## src/rtl/sdclk_pkg.sv

```systemverilog
package sdclk_pkg;

  // Power-of-two prescale factor from a code: highest set bit wins, zero bypasses.
  function automatic int unsigned prescale_of(input int unsigned code, input int unsigned code_w);
    int unsigned f;
    f = 1;
    for (int unsigned i = 0; i < code_w; i++) begin
      if (code[i]) f = 2 << i;
    end
    return f;
  endfunction

  // Total division ratio, with a floor of two base cycles per period.
  function automatic int unsigned ratio_of(input int unsigned code, input int unsigned code_w,
                                           input int unsigned div_field);
    int unsigned n;
    n = prescale_of(code, code_w) * (div_field + 1);
    return (n < 2) ? 2 : n;
  endfunction

  // High phase length: the shorter half for odd ratios.
  function automatic int unsigned high_of(input int unsigned n);
    return n / 2;
  endfunction

endpackage

```

## src/rtl/sdclk_ctrl_reg.sv

```systemverilog
module sdclk_ctrl_reg #(
  parameter int DATA_W  = 32,
  parameter int PRE_LSB = 8,
  parameter int PRE_W   = 8,
  parameter int DIV_LSB = 4,
  parameter int DIV_W   = 4,
  parameter int ENA_W   = 3
) (
  input  logic              clk_i,
  input  logic              rst_ni,
  input  logic              wr_en_i,
  input  logic [DATA_W-1:0] wr_data_i,
  output logic [PRE_W-1:0]  pre_code_o,
  output logic [DIV_W-1:0]  div_code_o,
  output logic [ENA_W-1:0]  ena_o
);
  logic [PRE_W-1:0] pre_q;
  logic [DIV_W-1:0] div_q;
  logic [ENA_W-1:0] ena_q;
  logic             unused_wr_bits;

  assign unused_wr_bits = ^wr_data_i;

  always_ff @(posedge clk_i or negedge rst_ni) begin
    if (!rst_ni) begin
      pre_q <= '0;
      div_q <= '0;
      ena_q <= '0;
    end else if (wr_en_i) begin
      pre_q <= wr_data_i[PRE_LSB +: PRE_W];
      div_q <= wr_data_i[DIV_LSB +: DIV_W];
      ena_q <= wr_data_i[ENA_W-1:0];
    end
  end

  assign pre_code_o = pre_q;
  assign div_code_o = div_q;
  assign ena_o      = ena_q;

  AST_ENA_FOLLOWS_WRITE: assert property (@(posedge clk_i) disable iff (!rst_ni)
    wr_en_i |=> (ena_o == $past(wr_data_i[ENA_W-1:0]))) else $error("enable capture");
endmodule

```

## src/rtl/sdclk_ratio.sv

```systemverilog
module sdclk_ratio #(
  parameter int PRE_W   = 8,
  parameter int DIV_W   = 4,
  parameter int RATIO_W = PRE_W + DIV_W + 1
) (
  input  logic [PRE_W-1:0]   pre_code_i,
  input  logic [DIV_W-1:0]   div_code_i,
  output logic [RATIO_W-1:0] ratio_o,
  output logic [RATIO_W-1:0] high_len_o
);
  int unsigned ratio_int;

  always_comb begin
    ratio_int  = sdclk_pkg::ratio_of(32'(pre_code_i), PRE_W, 32'(div_code_i));
    ratio_o    = RATIO_W'(ratio_int);
    high_len_o = RATIO_W'(sdclk_pkg::high_of(ratio_int));
  end
endmodule

```

## src/rtl/sdclk_phase_gen.sv

```systemverilog
module sdclk_phase_gen #(
  parameter int RATIO_W = 13
) (
  input  logic               clk_i,
  input  logic               rst_ni,
  input  logic               run_i,
  input  logic [RATIO_W-1:0] cfg_ratio_i,
  input  logic [RATIO_W-1:0] cfg_high_i,
  output logic               sd_clk_o,
  output logic               wrap_o
);
  logic [RATIO_W-1:0] cnt_q, act_n_q, act_h_q;
  logic               sd_q;
  logic               period_end;

  assign period_end = run_i && (cnt_q == act_n_q - RATIO_W'(1));

  always_ff @(posedge clk_i or negedge rst_ni) begin
    if (!rst_ni) begin
      cnt_q   <= RATIO_W'(1);
      act_n_q <= RATIO_W'(2);
      act_h_q <= RATIO_W'(1);
      sd_q    <= 1'b0;
    end else if (!run_i) begin
      cnt_q   <= cfg_ratio_i - RATIO_W'(1);
      act_n_q <= cfg_ratio_i;
      act_h_q <= cfg_high_i;
      sd_q    <= 1'b0;
    end else if (period_end) begin
      cnt_q   <= '0;
      act_n_q <= cfg_ratio_i;
      act_h_q <= cfg_high_i;
      sd_q    <= (cfg_high_i != '0);
    end else begin
      cnt_q   <= cnt_q + RATIO_W'(1);
      sd_q    <= ((cnt_q + RATIO_W'(1)) < act_h_q);
    end
  end

  assign sd_clk_o = sd_q;
  assign wrap_o   = period_end;

  AST_IDLE_LOW: assert property (@(posedge clk_i) disable iff (!rst_ni)
    !run_i |=> !sd_clk_o) else $error("clock not low while idle");
  AST_CNT_IN_RANGE: assert property (@(posedge clk_i) disable iff (!rst_ni)
    cnt_q < act_n_q) else $error("counter beyond period");
  AST_RATIO_HELD: assert property (@(posedge clk_i) disable iff (!rst_ni)
    (run_i && !period_end) |=> ($stable(act_n_q) && $stable(act_h_q))) else $error("mid-period switch");
  AST_RISE_AT_START: assert property (@(posedge clk_i) disable iff (!rst_ni)
    $rose(sd_q) |-> (cnt_q == '0)) else $error("rise off period start");
endmodule

```

## src/rtl/sdclk_lock_mon.sv

```systemverilog
module sdclk_lock_mon #(
  parameter int LOCK_PERIODS = 2
) (
  input  logic clk_i,
  input  logic rst_ni,
  input  logic run_i,
  input  logic wr_ev_i,
  input  logic wrap_i,
  output logic stable_o
);
  localparam int CW = $clog2(LOCK_PERIODS + 2);

  logic [CW-1:0] starts_q;
  logic          stable_q;

  always_ff @(posedge clk_i or negedge rst_ni) begin
    if (!rst_ni) begin
      starts_q <= '0;
      stable_q <= 1'b0;
    end else if (!run_i || wr_ev_i) begin
      starts_q <= '0;
      stable_q <= 1'b0;
    end else if (wrap_i && !stable_q) begin
      if (starts_q == CW'(LOCK_PERIODS)) stable_q <= 1'b1;
      else starts_q <= starts_q + CW'(1);
    end
  end

  assign stable_o = stable_q;

  AST_WRITE_DROPS_LOCK: assert property (@(posedge clk_i) disable iff (!rst_ni)
    wr_ev_i |=> !stable_o) else $error("stable kept over write");
  AST_IDLE_NO_LOCK: assert property (@(posedge clk_i) disable iff (!rst_ni)
    !run_i |=> !stable_o) else $error("stable while idle");
  AST_LOCK_AT_WRAP: assert property (@(posedge clk_i) disable iff (!rst_ni)
    $rose(stable_o) |-> $past(wrap_i)) else $error("stable off boundary");
endmodule

```

## src/rtl/sdclk_gen.sv

```systemverilog
module sdclk_gen #(
  parameter int DATA_W       = 32,
  parameter int PRE_LSB      = 8,
  parameter int PRE_W        = 8,
  parameter int DIV_LSB      = 4,
  parameter int DIV_W        = 4,
  parameter int LOCK_PERIODS = 2
) (
  input  logic              clk_i,
  input  logic              rst_ni,
  input  logic              wr_en_i,
  input  logic [DATA_W-1:0] wr_data_i,
  output logic              sd_clk_o,
  output logic              clk_stable_o,
  output logic              if_clk_en_o,
  output logic              host_clk_en_o,
  output logic              per_clk_en_o
);
  localparam int ENA_W   = 3;
  localparam int RATIO_W = PRE_W + DIV_W + 1;

  logic [PRE_W-1:0]   pre_code;
  logic [DIV_W-1:0]   div_code;
  logic [ENA_W-1:0]   ena;
  logic [RATIO_W-1:0] cfg_ratio, cfg_high;
  logic               run, wrap;

  sdclk_ctrl_reg #(
    .DATA_W(DATA_W), .PRE_LSB(PRE_LSB), .PRE_W(PRE_W),
    .DIV_LSB(DIV_LSB), .DIV_W(DIV_W), .ENA_W(ENA_W)
  ) u_ctrl (
    .clk_i(clk_i), .rst_ni(rst_ni), .wr_en_i(wr_en_i), .wr_data_i(wr_data_i),
    .pre_code_o(pre_code), .div_code_o(div_code), .ena_o(ena)
  );

  sdclk_ratio #(.PRE_W(PRE_W), .DIV_W(DIV_W), .RATIO_W(RATIO_W)) u_ratio (
    .pre_code_i(pre_code), .div_code_i(div_code),
    .ratio_o(cfg_ratio), .high_len_o(cfg_high)
  );

  assign run = |ena;

  sdclk_phase_gen #(.RATIO_W(RATIO_W)) u_phase (
    .clk_i(clk_i), .rst_ni(rst_ni), .run_i(run),
    .cfg_ratio_i(cfg_ratio), .cfg_high_i(cfg_high),
    .sd_clk_o(sd_clk_o), .wrap_o(wrap)
  );

  sdclk_lock_mon #(.LOCK_PERIODS(LOCK_PERIODS)) u_lock (
    .clk_i(clk_i), .rst_ni(rst_ni), .run_i(run), .wr_ev_i(wr_en_i),
    .wrap_i(wrap), .stable_o(clk_stable_o)
  );

  assign if_clk_en_o   = ena[0];
  assign host_clk_en_o = ena[1];
  assign per_clk_en_o  = ena[2];

  AST_RATIO_FLOOR: assert property (@(posedge clk_i) disable iff (!rst_ni)
    (cfg_ratio >= RATIO_W'(2)) && ((cfg_high << 1) <= cfg_ratio)) else $error("ratio floor");
  AST_ZERO_CODE_BYPASS: assert property (@(posedge clk_i) disable iff (!rst_ni)
    ((pre_code == '0) && (div_code != '0)) |-> (cfg_ratio == RATIO_W'(div_code) + RATIO_W'(1))) else $error("bypass");
endmodule

```

## config.mk

```make
export PLATFORM = sky130hd
export DESIGN_NAME = sdclk_gen
export DESIGN_NICKNAME = d
export VERILOG_FILES = /design/src/rtl/sdclk_pkg.sv /design/src/rtl/sdclk_ctrl_reg.sv /design/src/rtl/sdclk_ratio.sv /design/src/rtl/sdclk_phase_gen.sv /design/src/rtl/sdclk_lock_mon.sv /design/src/rtl/sdclk_gen.sv
export SDC_FILE = /design/constraint.sdc
export NUM_CORES = 1
export LEC_CHECK = 0
export BUFFER_PORTS_ARGS = -buffer_cell sky130_fd_sc_hd__buf_2
export CORE_ASPECT_RATIO = 0.7
export CORE_MARGIN = 1.5
export CORE_UTILIZATION = 45
export CTS_CLUSTER_DIAMETER = 100
export DETAILED_ROUTE_END_ITERATION = 10
export PLACE_DENSITY = 0.68
export SYNTH_ARGS = -nofsm -noshare
export SYNTH_HDL_FRONTEND = slang
export SYNTH_SLANG_ARGS = --single-unit
```

## constraint.sdc

```tcl
create_clock -name clk_i -period 11.71 [get_ports clk_i]
set_input_delay 2.342 -clock clk_i [delete_from_list [all_inputs] [get_ports clk_i]]
set_output_delay 2.342 -clock clk_i [all_outputs]
set_load 0.1 [all_outputs]
```

* Word-level counts from Yosys, hierarchy flattened *
Index checks and enable logic that the tools add are counted.

operators by class
  add/subtract/negate cells = 5
  multiply operators = 1
  div/mod/pow operators = 0
  magnitude comparators = 2
  equal/unequal tests = 4
  shift operators = 0
  mux-type cells = 23
  bitwise operators = 0
  reduce and logical (&&, ||, !) cells = 11

operator list
  operator                 number
  $mux W13                 6
  $lt A32 B2 Y1 const B    1
  $sub A13 B1 Y13 const B  2
  $mul A9 B5 Y14           1
  $mux W14                 1
  $add A13 B1 Y13 const B  1
  $eq A13 B13 Y1           1
  $lt A13 B13 Y1           1
  $reduce_bool A13 Y1      1
  $mux W9                  1
  $mux W2                  4
  $mux W8                  1
  $mux W7                  1
  $mux W6                  1
  $add A4 B1 Y5 const B    1
  $mux W1                  5
  $mux W5                  1
  $mux W4                  1
  $reduce_and A2 Y1        2
  $reduce_bool A2 Y1       2
  $mux W3                  1
  $reduce_or A3 Y1         1
  $add A2 B1 Y2 const B    1
  $eq A2 B2 Y1 const B     1
  5 further kinds          7

storage, ports and cells
  register bits after elaboration = 58
  bits in latches = 0
  memory bits (writable) = 0
  bits in read-only memories = 0
  input port bits = 35
  output and inout bits = 5
  logic and storage cells = 55
  memories = 0

* Logic depth before layout (Yosys ltp) *
Gate-level depths: netlist of run 1.

  depth in word-level cells = 14
  mapped depth = 24
  gate-level depth less buffers = 22

* By module *
A second synthesis of run 1 with hierarchy kept.

unflattened totals
  cells, all modules = 560
  area, all modules = 5,420.2 um^2

modules (own cells, without submodules)
  module           instances  cells an instance  area each (um^2)  seq. area each (um^2)
  sdclk_phase_gen  1          270                2,807.7           1,004.7
  sdclk_ratio      1          243                1,829.3           0.0
  sdclk_ctrl_reg   1          32                 613.1             375.4
  sdclk_lock_mon   1          14                 163.9             75.1
  sdclk_gen        1          1                  6.3               0.0

* Least setup slack after synthesis of run 1 *
No wires, ideal clock.

  kind = register -> register
  start = reg u_ctrl.pre_q[5] (netlist: u_ctrl.pre_code_o[5])
  end = reg u_phase.cnt_q[12]
  arrival = 6.167 ns
  slack = 5.422 ns
  stages on the path, launching flop included = 21
  path buffers = 0
  clock period less this slack = 6.288 ns
  cells stage by stage = dfrtp_1 or4_1 or4b_1 nand2b_1 fa_1 fa_1 fa_1 inv_1 ha_1 and3_1 or4_1 a221o_1 a221oi_2 nor4b_1 nand4b_1 nand2_1 ha_1 nand2_1 nor4_1 xor2_1 a22o_1

between the ends
  word-level cells in the longest chain between the ends = 8

ends and longest elaborated chain
  element                 line                   text
  start, declared         sdclk_ctrl_reg.sv:17   logic [PRE_W-1:0] pre_q;
  start signal, assigned  sdclk_ctrl_reg.sv:30   pre_q <= wr_data_i[PRE_LSB +: PRE_W];
  $mux W7 (*)             sdclk_pkg.sv:8         if (code[i]) f = 2 << i;
  $mux W8 (*)             sdclk_pkg.sv:8
  $mux W9 (*)             sdclk_pkg.sv:8
  $mul A9 B5 Y14 (*)      sdclk_pkg.sv:17        n = prescale_of(code, code_w) * (div_field + 1);
  $lt A32 B2 Y1           sdclk_pkg.sv:18        return (n < 2) ? 2 : n;
  $mux W14 (*)            sdclk_pkg.sv:18
  $sub A13 B1 Y13 (*)     sdclk_phase_gen.sv:25  cnt_q <= cfg_ratio_i - RATIO_W'(1);
  $mux W13 (*)            sdclk_phase_gen.sv:24  end else if (!run_i) begin
  end signal, assigned    sdclk_phase_gen.sv:25
  end signal, assigned    sdclk_phase_gen.sv:35  cnt_q <= cnt_q + RATIO_W'(1);
  end, declared           sdclk_phase_gen.sv:12  logic [RATIO_W-1:0] cnt_q, act_n_q, act_h_q;

Mark *: on every way between the ends. The rest lies on a longest branch, timed or not.
A chain may end at the register's enable or synchronous reset.

* Worst setup path after layout of run 1 *
  start = reg u_ctrl.pre_q[7] (netlist: u_ctrl.pre_code_o[7])
  end = reg u_phase.cnt_q[12]

between the ends
  word-level cells in the longest chain between the ends = 6

ends and longest elaborated chain
  element              line
  $mux W9 (*)          sdclk_pkg.sv:8
  $mul A9 B5 Y14 (*)   sdclk_pkg.sv:17
  $lt A32 B2 Y1        sdclk_pkg.sv:18
  $mux W14 (*)         sdclk_pkg.sv:18
  $sub A13 B1 Y13 (*)  sdclk_phase_gen.sv:25
  $mux W13 (*)         sdclk_phase_gen.sv:24

Marks and branches as above.

==> results of run 1 <==
-- synthesized netlist by cell type, drive strengths merged (2+ instances only) --
library cell and n:
inv 49, dfrtp 44, nor2 44, ha 39
nand2 37, o21ai 28, xnor2 28, a21oi 21
fa 21, nand3 17, nor3 16, mux2 15
xor2 12, and2 11, nand2b 11, and3 9
clkbuf 9, nor2b 9, a21o 8, or2 8
o21a 6, o22ai 6, buf 5, nor4 5
or3 4, or4 4, a211oi 3, nand4 3
nand4b 3, a21boi 2, a221oi 2, a22oi 2
a31oi 2, dfstp 2, nor3b 2, nor4b 2
o221ai 2, o2bb2ai 2, o31ai 2
-- logic make-up after synthesis --
group / count (synthesis) / synth area share
and+or+nand+nor: 190 / 0.223
AOI/OAI and AO/OA: 97 / 0.141
buffers and inverters: 63 / 0.0568
adders and majority gates: 60 / 0.203
DFF: 46 / 0.258
xor gates and xnor gates: 40 / 0.0784
muxes: 16 / 0.0400
-- worst paths after layout --
kind                                      start              endpoint  slack [ns]  cells past startpoint
max                        u_ctrl.pre_code_o[7]     u_phase.cnt_q[12]        4.43                     20
min                          u_lock.starts_q[1]    u_lock.starts_q[1]        0.52                      2
max reg2reg                u_ctrl.pre_code_o[7]     u_phase.cnt_q[12]        4.43                     20
min reg2reg                  u_lock.starts_q[1]    u_lock.starts_q[1]        0.52                      2
max in group asynchronous                rst_ni   u_phase.act_h_q[12]        9.13                      2
min in group asynchronous                rst_ni  u_ctrl.pre_code_o[0]        2.13                      2
-- area by class of cell --
type,count,area share
well taps,128,0.0330
multi-input cells,403,0.631
clock buffers,5,0.0258
inverters,49,0.0379
clock inverters,3,0.00903
repair buffers,24,0.0258
flip-flops and latches,46,0.238
-- state kept, by name (all words and copies together) (netlist names) --
signal	cells
u_phase.cnt_q	13
u_phase.act_n_q	1
u_phase.act_h_q	13
u_lock.starts_q	2
u_ctrl.ena_o	3
u_ctrl.div_code_o	4
u_ctrl.pre_code_o	8
u_phase.sd_clk_o	1
u_lock.stable_o	1
-- per-layer routing --
metal  up-vias  routed length [um]
li1       1807                   -
met1      1796                5300
met2       109                4110
met3         7                 655
met4         0                  68
met5         -                   0
-- through the flow --
step	setup WS, ns	hold WS (ns)	cells
floorplan	5.42	0.468	512
global placement	4.59	0.482	650
detailed placement	4.56	0.509	650
CTS	4.51	0.525	658
global route	4.10	0.566	658
finish	4.43	0.516	658
-- critical path, stage by stage, from the launching register on --
cell and delay (ns):
dfrtp_1 0.49, or4_1 0.56, or4b_1 0.58, nand2b_1 0.21, fa_1 0.52, fa_1 0.52
fa_1 0.54, inv_1 0.05, ha_1 0.34, and3_1 0.20, or4_1 0.50, a221o_1 0.34
a221oi_2 0.29, nor4b_1 0.33, nand4b_1 0.40, nand2_1 0.27, ha_1 0.27, nand2_1 0.18
nor4_1 0.27, xor2_1 0.11, a22o_1 0.19
-- power by group through the flow --
stage / registers (mW) / logic (mW) / clock network (mW)
4_1_cts: 0.258 / 0.425 / 0.173
2_1_floorplan: 0.261 / 0.326 / 0
3_5_place_dp: 0.260 / 0.422 / 0
6_report: 0.259 / 0.428 / 0.170
5_1_grt: 0.266 / 0.482 / 0.177
3_3_place_gp: 0.258 / 0.412 / 0
-- cell usage in the layout (no fill, tap or decap), drive strengths merged, types with 9 or more instances in the layout --
cell type | synthesis | routed
nand3 | 17 | 17
nand2b | 11 | 11
xnor2 | 28 | 28
fa | 21 | 21
xor2 | 12 | 12
nor2 | 44 | 44
dfrtp | 44 | 44
nor3 | 16 | 16
mux2 | 15 | 15
and3 | 9 | 9
nor2b | 9 | 9
inv | 49 | 50
ha | 39 | 39
buf | 5 | 24
and2 | 11 | 11
nand2 | 37 | 37
a21oi | 21 | 21
o21ai | 28 | 28
==> reports/results.ini, run 1 <==
[finish]
postLayoutCoreUtil=0.501
nets=624
num-fill-cells=931
seq_area_um2=1150
multiInputGateArea_um2=3060
fin_area_um2=4850
diodes=0
layout-drive-gt1-share=0.113
area_delta_synth_final_pct=8.60

[detailed_routing]
wl_per_cell_um=15.4
drtIter0Drc=228
ant_nets=0
routed-via-count=3719
routed_wl_um=10100
first_pass_iters=5
drc=0
via_per_inst=5.65

[floorplan]
die_w_um=122
die-area_um2=10500
dieHeight_um=86.4
io_pins=40
core_um2=9680
start_util=0.461
num_rows=30

[synthesis]
yosys-top-cells-area=dfrtp_1 (25%), ha_1 (11%), fa_1 (9.4%)
synth.distinct_cells=63
synth_nets=607
ys_seq_elements=46
synth_largest_area_cell=dfrtp_1
synth.yosys.seq_area_share=0.258
synth-edff-count=0
yosysTopAreaCellShare=0.246
synth_area_um2=4470
async_flop_share=1.00
synth_area_per_cell_um2=8.73
ys_warn_count=0
synth-main-ff-cell=dfrtp_1
syn_inst=512

[clock_network]
cts.sinks=46
htree_num_levels=2
cts_tree=built
post_cts_resized=0
post_cts_buffers=0
clkSlewWorstSetupHoldPaths_ns=0.07
cts_buffers=5
clk_latency_ns=0.30
hold_buffers=0
clockBufferDepth=2
cts_root_buffer=clkbuf_16

[worst_setup_path]
end_kind=flip-flop
worstPathRequired_ns=11.89
worstPathMaxFanout=11
crit_type=reg -> reg
cp-start-kind=flip-flop
critPathArrivalTime_ns=7.46

[global_route]
antenna_found_initial=0
grt.overflow.total=0
grt_usage=0.209
met2_usage=0.302
busiest_layer=met1
grt_pass1_wl_um=17500
grt_max_degree=47
grt_util_met3=0.0401
use_met1=0.326
grt_pass1_vias=3593

[power_and_ir_drop]
p_int_mw=0.492
swShare=0.427
clkPwrFrac=0.199
p_seq_frac=0.302
comb_power_share=0.499
finalPower_mw=0.857
p_sw_mw=0.366
ir_drop_uv=117
pwr_density_cell_nw_per_um2=177
leakagePower_nw=2.26

[run]
max_cap_violations=0

[place]
place.detailed.hpwl_um=7900
numPortBuffers=22
gp_congestion=0.872
placed_area_um2=4680

[status]
outcome=finished clean

[timing]
finalHoldViolations=0
period_share=0.621
tns_ns=0
finalClockSkew_ns=0.00577
relSlewSlack=0.408
setup_violations=0
drv_slew=0
rsz0062_at_grt=false
worst_pin_slew_ns=0.888
fmax_ghz=0.137
min_period_ns=7.28

[hold_path]
hold_class=reg -> reg

Note: power is estimated with default switching activity, not from simulation.
==> run 2, diff against run 1 <==
PLACE_DENSITY = 0.71   (was 0.68)
clock period = 6.45 ns   (was 11.71 ns; I/O delays follow)
==> reports/results.ini, run 2 (synthesis gave the netlist of run 1 again) <==
[status]
outcome=finished clean

[timing]
finalClockSkew_ns=0.00791
relSlewSlack=0.273
rsz0062_at_grt=false
min_period_ns=6.13
drv_slew=0
finalWorstSetupSlack_ns=0.320
finalHoldViolations=0
period_share=0.950
fmax_ghz=0.163
whs_ns=0.509
worst_pin_slew_ns=1.09
setup_violations=0

[hold_path]
min_from=u_lock.starts_q[1]
hold_class=reg -> reg

[global_route]
antenna_found_initial=0
grt_max_degree=47
grt_pass1_wl_um=17700
grt_pass1_vias=3720
grt.overflow.total=0
grt_usage=0.213

[clock_network]
post_cts_buffers=0
cts.sinks=46
clockBufferDepth=2
clkSlewWorstSetupHoldPaths_ns=0.07
cts_buffers=5
hold_buffers=0
cts_tree=built
htree_num_levels=2
cts_root_buffer=clkbuf_16
clk_latency_ns=0.30

[detailed_routing]
routed-via-count=3831
drtIter0Drc=295
drc=0
ant_nets=0
first_pass_iters=5
wl_per_cell_um=15.4
via_per_inst=5.58
routed_wl_um=10600

[finish]
diodes=0
num-fill-cells=912
nets=653
postLayoutCoreUtil=0.530
layout-drive-gt1-share=0.177
mostFrequentLayoutCell=inv_1
area_delta_synth_final_pct=14.9
fin_cells=687
final_cell_mix=inv_1 (49), nor2_1 (44), dfrtp_1 (44)

[place]
place.detailed.hpwl_um=8280
dpl_worst_slack_ns=-0.0716
placedCellCount=679
numPortBuffers=22
gp_congestion=0.860

[floorplan]
die_w_um=122
core_um2=9680
dieHeight_um=86.4
start_util=0.461
io_pins=40
num_rows=30
die-area_um2=10500

[worst_setup_path]
worstPathMaxFanout=6
crit_chain=or4_4 > or4b_4 > nand2b_4 > fa_1 > fa_1 > fa_1 > inv_1 > ha_4 > and3_1 > or4_1 > a221o_1 > a221oi_2 > nor4b_4 > nand4b_1 > buf_6 > nor2b_1 > ha_2 > nand2_4 > nor2_1 > xnor2_1 > o22ai_1
worstPathRequired_ns=6.59
cp-start-kind=flip-flop
critPathMaxStageDelay_ns=0.55
crit_path_top_delay_cell=or4_4
crit_type=reg -> reg
cp-startpoint=u_ctrl.pre_code_o[5]
r2r-start=u_ctrl.pre_code_o[5]
critPathArrivalTime_ns=6.27
cp_common_cell=fa_1
end_kind=flip-flop

[run]
max_cap_violations=0

[power_and_ir_drop]
ir_drop_uv=183
pwr_density_cell_nw_per_um2=306
leakagePower_nw=2.41

## run 2: changes by cell type in the layout (fill, tap and decap cells not counted), sizes merged
cell / previous run / this run
clkbuf: 5 / 6
clkinv: 1 / 2
buf: 24 / 53
bufinv: 1 / 0
inv: 50 / 49
## run 2: where the power goes
part           total (mW)  internal [mW]  switching (mW)
Clock               0.266          0.144           0.122
Combinational       0.842          0.380           0.462
Sequential          0.463          0.368          0.0958
Total                1.57          0.892           0.679
## run 2: through the flow
| stage | area [um^2] | setup TNS (ns) | power [mW] |
|---|---|---|---|
| 5_1_grt | 5130 | 0 | 1.70 |
| 2_1_floorplan | 4470 | 0 | 1.07 |
| 6_report | 5130 | 0 | 1.57 |
| 3_5_place_dp | 4900 | -0.0716 | 1.27 |
| 3_3_place_gp | 4900 | -0.0169 | 1.24 |
| 4_1_cts | 5060 | 0 | 1.55 |
## run 2: final cells by class
class	instances	area, um^2	area share
clock buffer	6	129	0.0251
sequential	46	1150	0.225
tap	128	160	0.0312
multi-input combinational	403	3150	0.613
inverter	49	184	0.0358
timing repair buffer	53	347	0.0675
clock inverter	2	13.8	0.00268
## run 2: path summary, 6_finish.rpt
path                                         to  slack (ns)  depth (start not counted)
setup / recovery               u_phase.cnt_q[6]        0.32                         21
hold / removal               u_lock.starts_q[1]        0.51                          2
setup reg to reg               u_phase.cnt_q[6]        0.32                         21
hold reg to reg              u_lock.starts_q[1]        0.51                          2
max in group asynchronous   u_phase.act_h_q[10]        4.57                          1
min in group asynchronous  u_ctrl.pre_code_o[6]        1.20                          1
## run 2: what timing repair did
item / CTS / global route
gates cloned: 0 / 0
resized for setup: 2 / 13
pin swaps: 0 / 7
hold endpoints to repair: 0 / 0
setup endpoints to repair: 2 / 6
## run 2: metal layers
metal	wire length [um]	track usage
met1	5470	0.319
met2	4530	0.326
met5	0	0
met3	517	0.0349
met4	71	0.0423
## run 2: worst max-delay path, delay by kind of cell, from the launching register on
| family | cells | cell delay [ns] |
|---|---|---|
| and+or+nand+nor | 10 | 2.57 |
| adders and majority gates | 5 | 1.89 |
| AOI/OAI and AO/OA | 3 | 0.73 |
| DFF | 1 | 0.38 |
| buffers and inverters | 2 | 0.22 |
| xor gates and xnor gates | 1 | 0.19 |
==> run 3, diff against run 2 <==
CTS_BUF_LIST = sky130_fd_sc_hd__clkbuf_8   (was default)
==> reports/results.ini, run 3 (synthesis gave the netlist of run 1 again) <==
[status]
outcome=finished clean

[detailed_routing]
ant_nets=0
routed_wl_um=10500
first_pass_iters=5
drc=0
routed-via-count=3810
via_per_inst=5.55
wl_per_cell_um=15.2
drtIter0Drc=311

[floorplan]
start_util=0.461
io_pins=40
dieHeight_um=86.4
num_rows=30
die-area_um2=10500
die_w_um=122
core_um2=9680

[power_and_ir_drop]
leakagePower_nw=2.39
p_int_mw=0.822
clkPwrFrac=0.126
finalPower_mw=1.49
p_seq_frac=0.311
ir_drop_uv=183
swShare=0.449
comb_power_share=0.563
p_sw_mw=0.671
pwr_density_cell_nw_per_um2=294

[timing]
setup_violations=0
min_period_ns=6.11
period_share=0.947
fmax_ghz=0.164
finalWorstSetupSlack_ns=0.341
finalHoldViolations=0
worst_pin_slew_ns=1.10
drv_slew=0
rsz0062_at_grt=false
finalClockSkew_ns=0.00749
relSlewSlack=0.269

[finish]
num-fill-cells=926
layout-drive-gt1-share=0.177
final_cell_mix=inv_1 (50), nor2_1 (44), dfrtp_1 (44)
multiInputGateArea_um2=3150
area_delta_synth_final_pct=13.6
seq_area_um2=1150
diodes=0
nets=653
mostFrequentLayoutCell=inv_1

[global_route]
grt_max_degree=47
grt_pass1_wl_um=17500
grt_usage=0.211
grt.overflow.total=0
antenna_found_initial=0
grt_pass1_vias=3702

[clock_network]
clkSlewWorstSetupHoldPaths_ns=0.10
hold_buffers=0
htree_num_levels=2
cts_buffers=5
clk_latency_ns=0.32
clockBufferDepth=2
post_cts_buffers=0
cts_root_buffer=clkbuf_8
cts_tree=built
cts.sinks=46

[worst_setup_path]
worstPathMaxFanout=6
end_kind=flip-flop
critPathMaxStageDelay_ns=0.55
critPathArrivalTime_ns=6.28
crit_type=reg -> reg
cp_common_cell=fa_1
cp-start-kind=flip-flop
crit_chain=or4_4 > or4b_4 > nand2b_4 > fa_1 > fa_1 > fa_1 > inv_1 > ha_4 > and3_1 > or4_1 > a221o_1 > a221oi_2 > nor4b_4 > nand4b_1 > buf_6 > nor2b_1 > ha_2 > nand2_4 > nor2_1 > xnor2_1 > o22ai_1
crit_path_top_delay_cell=or4_4
worstPathRequired_ns=6.62

[place]
dpl_worst_slack_ns=-0.0716
numPortBuffers=22
gp_congestion=0.860
place.detailed.hpwl_um=8280

[hold_path]
hold_class=reg -> reg

[run]
max_cap_violations=0

run 3: cell types whose count changed in the layout (fill, tap and decap cells not counted):
cell | previous run | this run
clkbuf_16 | 5 | 0
clkbuf_8 | 0 | 5
clkbuf_1 | 1 | 0
inv_1 | 49 | 50
run 3: repair_timing:
item,in CTS,in global routing
setup endpoints to repair,2,6
pin swaps,0,7
resized for setup,2,13
run 3: cell type report:
cell class | instances | area share
inverters | 49 | 0.0362
well taps | 128 | 0.0316
repair buffers | 53 | 0.0683
clock buffers | 5 | 0.0136
clock inverters | 3 | 0.00345
multi-input cells | 403 | 0.620
flip-flops and latches | 46 | 0.227
run 3: layer usage:
| layer | wire, um | GRT usage | vias up |
|---|---|---|---|
| met1 | 5400 | 0.317 | 1851 |
| met2 | 4410 | 0.324 | 92 |
| li1 | - | - | 1859 |
| met5 | 0 | 0 | - |
| met4 | 61 | 0.0391 | 0 |
| met3 | 595 | 0.0368 | 8 |
run 3: stage by stage:
step | cell area [um^2] | cells | util | setup TNS, ns | hold slack (ns)
floorplan | 4470 | 512 | - | 0 | 0.468
global placement | 4900 | 679 | 0.506 | -0.0169 | 0.483
detailed placement | 4900 | 679 | 0.506 | -0.0716 | 0.498
CTS | 5000 | 687 | 0.516 | 0 | 0.521
global route | 5080 | 687 | 0.524 | 0 | 0.560
finish | 5080 | 687 | 0.524 | 0 | 0.516
run 3: path summary, 6_finish.rpt:
check	cells after the start	slack, ns	start	end
min in group asynchronous	1	1.17	rst_ni	u_ctrl.pre_code_o[6]
max	21	0.34	u_ctrl.pre_code_o[5]	u_phase.cnt_q[6]
min	2	0.52	u_lock.starts_q[1]	u_lock.starts_q[1]
max in group asynchronous	1	4.60	rst_ni	u_phase.act_h_q[9]
max reg2reg	21	0.34	u_ctrl.pre_code_o[5]	u_phase.cnt_q[6]
min reg2reg	2	0.52	u_lock.starts_q[1]	u_lock.starts_q[1]
run 3: critical path, delay by kind of cell (launching register included):
| kind | cells | cell delay [ns] |
|---|---|---|
| and+or+nand+nor | 10 | 2.58 |
| xor gates and xnor gates | 1 | 0.18 |
| adders and majority gates | 5 | 1.89 |
| DFF | 1 | 0.39 |
| buffers and inverters | 2 | 0.22 |
| AOI/OAI and AO/OA | 3 | 0.72 |
run 3: power by group through the flow:
| stage | Clock (mW) | Sequential (mW) | Combinational [mW] |
|---|---|---|---|
| 4_1_cts | 0.191 | 0.464 | 0.815 |
| 2_1_floorplan | 0 | 0.474 | 0.591 |
| 5_1_grt | 0.199 | 0.476 | 0.942 |
| 3_5_place_dp | 0 | 0.468 | 0.805 |
| 3_3_place_gp | 0 | 0.463 | 0.781 |
| 6_report | 0.189 | 0.464 | 0.841 |
